--- src/rtl/skip_pkg.sv ---
package skip_pkg;

    // Instruction field placement (word is 32 bits)
    localparam int          SK_OP_LSB     = 26;
    localparam int          SK_OP_W       = 6;
    localparam logic [5:0]  SK_OPCODE     = 6'b111010;
    localparam int          SK_KIND_LSB   = 24;
    localparam int          SK_SRC_BIT    = 23;
    localparam int          SK_INV_BIT    = 22;
    localparam int          SK_ALWAYS_BIT = 21;
    localparam int          SK_FSEL_LSB   = 19;
    localparam int          SK_BITN_LSB   = 10;
    localparam int          SK_EXT_LSB    = 0;

    typedef enum logic [1:0] {
        SK_ONE  = 2'b00,
        SK_TWO  = 2'b01,
        SK_EXT  = 2'b10,
        SK_RSVD = 2'b11
    } skip_kind_e;

    typedef enum logic {
        SW_IDLE   = 1'b0,
        SW_SHADOW = 1'b1
    } skip_win_state_e;

endpackage

--- src/rtl/skip_decode.sv ---
module skip_decode
    import skip_pkg::*;
#(
    parameter int INSTR_W = 32,
    parameter int BIT_W   = 5,
    parameter int FSEL_W  = 2,
    parameter int EXT_W   = 5
) (
    input  logic [INSTR_W-1:0] instr,
    output logic               is_skip,
    output skip_kind_e         kind,
    output logic               use_bit,
    output logic               invert,
    output logic               force_true,
    output logic [FSEL_W-1:0]  flag_sel,
    output logic [BIT_W-1:0]   bit_num,
    output logic [EXT_W-1:0]   ext_field
);

    logic unused_instr_bits;

    always_comb begin
        is_skip    = (instr[SK_OP_LSB +: SK_OP_W] == SK_OPCODE);
        kind       = skip_kind_e'(instr[SK_KIND_LSB +: 2]);
        use_bit    = instr[SK_SRC_BIT];
        invert     = instr[SK_INV_BIT];
        force_true = instr[SK_ALWAYS_BIT];
        flag_sel   = instr[SK_FSEL_LSB +: FSEL_W];
        bit_num    = instr[SK_BITN_LSB +: BIT_W];
        ext_field  = instr[SK_EXT_LSB +: EXT_W];
    end

    assign unused_instr_bits = ^{instr[18:15], instr[9:5]};

endmodule

--- src/rtl/skip_cond_eval.sv ---
module skip_cond_eval #(
    parameter int DATA_W    = 32,
    parameter int NUM_FLAGS = 4,
    parameter int BIT_W     = $clog2(DATA_W),
    parameter int FSEL_W    = $clog2(NUM_FLAGS)
) (
    input  logic                 use_bit,
    input  logic                 invert,
    input  logic                 force_true,
    input  logic [FSEL_W-1:0]    flag_sel,
    input  logic [BIT_W-1:0]     bit_num,
    input  logic [NUM_FLAGS-1:0] flags,
    input  logic [DATA_W-1:0]    operand,
    output logic                 cond
);

    logic flag_raw;
    logic bit_raw;

    always_comb begin
        flag_raw = force_true | flags[flag_sel];
        bit_raw  = operand[bit_num];
        cond     = (use_bit ? bit_raw : flag_raw) ^ invert;
    end

endmodule

--- src/rtl/skip_mask_gen.sv ---
module skip_mask_gen
    import skip_pkg::*;
#(
    parameter int WINDOW = 4
) (
    input  logic              is_skip,
    input  skip_kind_e        kind,
    input  logic              cond,
    input  logic [WINDOW:0]   ext_field,
    output logic [WINDOW-1:0] mask
);

    logic [WINDOW-1:0] ext_mask;
    logic              xor_mode;

    assign xor_mode = ext_field[WINDOW];

    // Slot k+1 enable sits at ext_field[WINDOW-1-k]; mask bit k is slot k+1
    for (genvar k = 0; k < WINDOW; k++) begin : g_slot
        assign ext_mask[k] = xor_mode ? ~(ext_field[WINDOW-1-k] ^ cond)
                                      :  (ext_field[WINDOW-1-k] & cond);
    end

    always_comb begin
        mask = '0;
        if (is_skip) begin
            unique case (kind)
                SK_ONE:  mask[0] = cond;
                SK_TWO:  begin
                    mask[0] = cond;
                    mask[1] = cond;
                end
                SK_EXT:  mask = ext_mask;
                default: mask = '0;
            endcase
        end
    end

endmodule

--- src/rtl/skip_window.sv ---
module skip_window
    import skip_pkg::*;
#(
    parameter int WINDOW = 4
) (
    input  logic              clk,
    input  logic              rst_n,
    input  logic              advance,
    input  logic [WINDOW-1:0] new_mask,
    output logic              nullify,
    output logic [WINDOW-1:0] pending
);

    skip_win_state_e   state_q, state_d;
    logic [WINDOW-1:0] pend_q, pend_d;
    logic [WINDOW-1:0] eff_mask;

    // A skip sitting in a nullified slot contributes nothing
    assign eff_mask = pend_q[0] ? '0 : new_mask;
    assign pend_d   = advance ? ((pend_q >> 1) | eff_mask) : pend_q;

    always_comb begin
        state_d = state_q;
        unique case (state_q)
            SW_IDLE:   if (advance && (|eff_mask)) state_d = SW_SHADOW;  // ARM
            SW_SHADOW: if (advance && !(|pend_d))  state_d = SW_IDLE;    // DRAIN
            default:   state_d = SW_IDLE;
        endcase
    end

    always_ff @(posedge clk or negedge rst_n) begin
        if (!rst_n) begin
            state_q <= SW_IDLE;
            pend_q  <= '0;
        end else begin
            state_q <= state_d;
            pend_q  <= pend_d;
        end
    end

    always_comb begin
        nullify = (state_q == SW_SHADOW) && pend_q[0];
        pending = pend_q;
    end

endmodule

--- src/rtl/skip_issue_ctrl.sv ---
module skip_issue_ctrl
    import skip_pkg::*;
#(
    parameter int DATA_W    = 32,
    parameter int NUM_FLAGS = 4,
    parameter int WINDOW    = 4
) (
    input  logic                 clk,
    input  logic                 rst_n,
    input  logic                 advance,
    input  logic [31:0]          instr,
    input  logic [NUM_FLAGS-1:0] flags,
    input  logic [DATA_W-1:0]    operand,
    output logic                 nullify
);

    localparam int BIT_W  = $clog2(DATA_W);
    localparam int FSEL_W = $clog2(NUM_FLAGS);
    localparam int EXT_W  = WINDOW + 1;

    logic              is_skip;
    skip_kind_e        kind;
    logic              use_bit, invert, force_true;
    logic [FSEL_W-1:0] flag_sel;
    logic [BIT_W-1:0]  bit_num;
    logic [EXT_W-1:0]  ext_field;
    logic              cond;
    logic [WINDOW-1:0] new_mask;
    logic [WINDOW-1:0] pending_w;

    skip_decode #(
        .INSTR_W(32), .BIT_W(BIT_W), .FSEL_W(FSEL_W), .EXT_W(EXT_W)
    ) u_dec (
        .instr(instr), .is_skip(is_skip), .kind(kind), .use_bit(use_bit),
        .invert(invert), .force_true(force_true), .flag_sel(flag_sel),
        .bit_num(bit_num), .ext_field(ext_field)
    );

    skip_cond_eval #(
        .DATA_W(DATA_W), .NUM_FLAGS(NUM_FLAGS), .BIT_W(BIT_W), .FSEL_W(FSEL_W)
    ) u_cond (
        .use_bit(use_bit), .invert(invert), .force_true(force_true),
        .flag_sel(flag_sel), .bit_num(bit_num), .flags(flags),
        .operand(operand), .cond(cond)
    );

    skip_mask_gen #(.WINDOW(WINDOW)) u_mask (
        .is_skip(is_skip), .kind(kind), .cond(cond),
        .ext_field(ext_field), .mask(new_mask)
    );

    skip_window #(.WINDOW(WINDOW)) u_win (
        .clk(clk), .rst_n(rst_n), .advance(advance), .new_mask(new_mask),
        .nullify(nullify), .pending(pending_w)
    );

endmodule

--- config.mk ---
export PLATFORM = sky130hd
export DESIGN_NAME = skip_issue_ctrl
export DESIGN_NICKNAME = d
export VERILOG_FILES = /design/src/rtl/skip_pkg.sv /design/src/rtl/skip_decode.sv /design/src/rtl/skip_cond_eval.sv /design/src/rtl/skip_mask_gen.sv /design/src/rtl/skip_window.sv /design/src/rtl/skip_issue_ctrl.sv
export SDC_FILE = /design/constraint.sdc
export NUM_CORES = 1
export LEC_CHECK = 0
export BUFFER_PORTS_ARGS = -buffer_cell sky130_fd_sc_hd__buf_4
export CAP_MARGIN = 20
export CORE_ASPECT_RATIO = 0.8
export CORE_MARGIN = 2
export CORE_UTILIZATION = 42
export CTS_BUF_LIST = sky130_fd_sc_hd__clkbuf_4 sky130_fd_sc_hd__clkbuf_8
export DETAILED_ROUTE_END_ITERATION = 7
export GPL_TIMING_DRIVEN = 0
export PLACE_DENSITY = 0.85
export SETUP_SLACK_MARGIN = 0.02
export SLEW_MARGIN = 20
export SYNTH_ARGS = -nofsm -noshare
export SYNTH_HDL_FRONTEND = slang
export SYNTH_HIERARCHICAL = 1
export SYNTH_SLANG_ARGS = --single-unit
--- constraint.sdc ---
create_clock -name clk -period 1.2 [get_ports clk]
set_clock_uncertainty 0.05 [all_clocks]
set_input_delay 0.06 -clock clk [delete_from_list [all_inputs] [get_ports clk]]
set_output_delay 0.06 -clock clk [all_outputs]
set_load 0.1 [all_outputs]
==> flow_results.org <==
** Outcome
- Run status :: finished with violations
- The final reports fail on negative setup slack.

** Finish
- From synthesis to final layout, the design area changed by 53.8%.
- The repair_antennas step left the layout with diodes totalling 0.
- Once layout is done, the placed cells without fillers occupy 1490 sq um.
- Final core utilization :: 0.685
- The net count of the finished layout is 250.
- In the final layout, the share of cells above drive strength 1 is 0.529.

** Power and ir drop
- The analysis attributes to cell leakage a power of 0.757 nW.
- Areal power density over the cells :: 616 nW/um^2
- Worst vdd ir :: 0.625 mV

** Flow run
- Max-cap violations in this run came to 0.

** Synth
- Netlist cell types :: 36
- Proportion of register bits with asynchronous set or reset after synthesis :: 1.00
- Counting every net in the synthesized netlist gives 194.
- Number of standard cells after synthesis :: 115
- Post-synth top area cell :: mux2i_1
- The share of the Yosys chip area taken by registers is 0.129.
- Most repeated cell in the gate-level netlist after synthesis :: buf_4
- Commonest cells in the synthesized netlist :: 19 x buf_4, 17 x mux2i_1, 10 x nand2_1
- In this run, synthesis inferred 0 flip-flops with an integrated enable.
- Proportion of netlist area held by the largest area contributor :: 0.175
- For this run, the number of Yosys warnings is 6.
- The average instance in the mapped netlist occupies 8.43 sq um.
- Commonest register cell after synthesis :: dfrtp_1
- Summing every instance area after synthesis gives 970 sq um.
- Counting flops and latches in the post-synthesis netlist gives 5.
- Area contributors post-synth :: mux2i_1 18%, buf_4 15%, dfrtp_1 13%

** Floorplan
- Width of the die :: 57.7 um
- The floorplan step defined a die boundary enclosing 2710 sq um.
- Rows :: 15
- The region available for standard cell placement spans 2180 sq um.
- In this run the count of I/O pins placed on the die edge is 72.
- Vertical die dimension :: 47.0 um
- Starting utilization of the core area :: 0.445

** Worst setup path
- Max Fanout on Critical Path :: 7
- Arrival time at the worst endpoint :: 2440 ps
- For the worst setup path, the data required time is 1260 ps.
- STA classifies the critical path endpoint as a register.
- Crit Path Class :: in2reg
- Launching element type of the critical path :: input pin

** Place
- Half-perimeter wire length of the detailed placement result :: 2110 um
- After detailed placement, the total cell area comes to 1350 sq um.
- During placement, the flow inserted port buffers numbering 44.
- Gpl congestion :: 0.756

** Clock tree
- TritonCTS built the clock tree.
- Root Buffer :: clkbuf_4
- Deepest level of the CTS H-tree :: 1
- Max Buffers Root-to-Sink :: 2
- TritonCTS created 3 clock buffers.
- Clock transition at the registers of the reported paths :: 50 ps
- Total clock sinks :: 5
- Clock latency reported for the late side of the worst-skew pair :: 250 ps

** GRT
- The first global-routing pass estimated 4310 um of wire.
- Aggregate global-route resource usage :: 0.210
- Initial antenna violation count :: 0
- Entering global routing, the biggest net connects 11 pins.
- For this run the aggregate overflow at the end of global routing stands at 0.
- Via count of the first global-routing pass :: 1,040

** Timing
- In the final timing run, aggregate negative setup slack is -4610 ps.
- Final critical-path share of the clock period :: 1.99
- Number of hold violations in the final report :: 0
- Timing would allow up to 419 MHz.
- Measured against its own limit, the worst slew margin works out to 0.810.
- Setup repair after global routing could not meet its margin everywhere.
- The number of pins with negative max-slew slack in the final report is 0.
- After layout, the worst setup slack is -1190 ps.
- Worst Tran Pin Value :: 285 ps
- Counting I/O delays and the setup requirement, the final critical path takes 2390 ps.
- Number of failing setup endpoints in the final timing report :: 5

** Detailed routing
- Number of DRC markers in iteration 0 :: 26
- In the routed design, unresolved DRC markers number 0.
- DR vias :: 1,000
- Summed over all layers, the routed wires come to 2660 um.
- Avg Vias per Cell :: 5.13
- Routed WL per cell :: 13.6 um
- Before antenna repair, the detailed router went through 4 iterations.
- DRT antenna net count :: 0

** Hold path
- The worst hold path belongs to the class in2reg.
kinds of logic (layout without fill, tap and decap cells):
family | Yosys count | after routing | share of synthesized area
buffers and inverters | 27 | 82 | 0.203
AND/OR/NAND/NOR | 31 | 31 | 0.173
XOR/XNOR | 1 | 1 | 0.00903
flip-flops | 5 | 5 | 0.129
adder cells (fa/ha/maj) | 8 | 8 | 0.103
AO/OA/AOI/OAI | 25 | 25 | 0.185
multiplexers | 18 | 18 | 0.199
final timing paths:
check,startpoint,endpoint,slack (ps),cells after the start
setup / recovery,instr[10],u_win/state_q,-1190,14
hold / removal,advance,u_win/pending[1],20,2
setup reg to reg,u_win/pending[0],u_win/state_q,120,4
hold reg to reg,u_win/pending[2],u_win/pending[2],480,2
max in group asynchronous,rst_n,u_win/pending[3],870,2
min in group asynchronous,rst_n,u_win/pending[0],120,2
worst max-delay path: stages:
cell and delay [ps]:
buf_12 110, mux2i_1 200, a22oi_1 120, and3_1 160, a31oi_1 170, a41oi_2 170, xor2_2 240, ha_1 230
nor2_2 100, a211o_1 120, a21oi_2 60, or4_1 500, a31oi_1 150, a41oi_1 60
sequential cells by signal, indices dropped and copies added (netlist names):
register and flops:
u_win/state_q 1, u_win/pending 4
per-stage QoR:
stage	worst slack (ps)	hold WS (ps)	instances	total power, mW
final	-1190	23.4	195	0.919
after global routing	-1320	20.3	195	0.996
after CTS	-1170	7.83	193	0.901
after detailed placement	-1550	-187	184	0.627
after global placement	-1510	-188	184	0.610
after floorplan	-1330	-286	115	0.472
layer usage:
| metal | global-route usage | vias to the layer above | share of wire |
|---|---|---|---|
| met5 | 0 | - | 0 |
| li1 | - | 511 | - |
| met2 | 0.380 | 46 | 0.51 |
| met4 | 0.0698 | 0 | 0.016 |
| met1 | 0.250 | 437 | 0.41 |
| met3 | 0.0551 | 6 | 0.062 |
cell type report:
class                   instances  area, sq um
plain buffers                  20          183
clock buffers                   4         30.0
fillers                       180          686
inverters                       6         22.5
multi-input cells              83          697
flip-flops and latches          5          125
well taps                      25         31.3
repair buffers                 52          403
where the power goes:
part	switching, mW	internal [mW]
sequential	0.00973	0.184
clock	0.0742	0.149
combinational	0.209	0.293
layout by cell type (no fill, tap or decap), types with 2 or more instances in the layout:
cell,n
a211oi_2,2
a21oi_1,7
a21oi_2,2
a22oi_1,3
a31oi_1,2
and3_1,2
buf_12,2
buf_4,65
buf_6,2
clkbuf_4,4
dfrtp_1,5
dlygate4sd3_1,2
ha_1,8
inv_1,5
mux2i_1,17
nand2_1,10
nand4b_1,2
nor2_1,4
nor2b_4,2
o211ai_1,2
what timing repair did:
action,in CTS,in global routing
hold endpoints to repair,6,0
pin swaps,15,11
gates resized for setup,12,3
setup buffers,4,2
endpoints found under the setup margin,6,6
gates cloned,0,0
hold buffers,2,0
No activity file was read; power rests on OpenSTA's default activity.
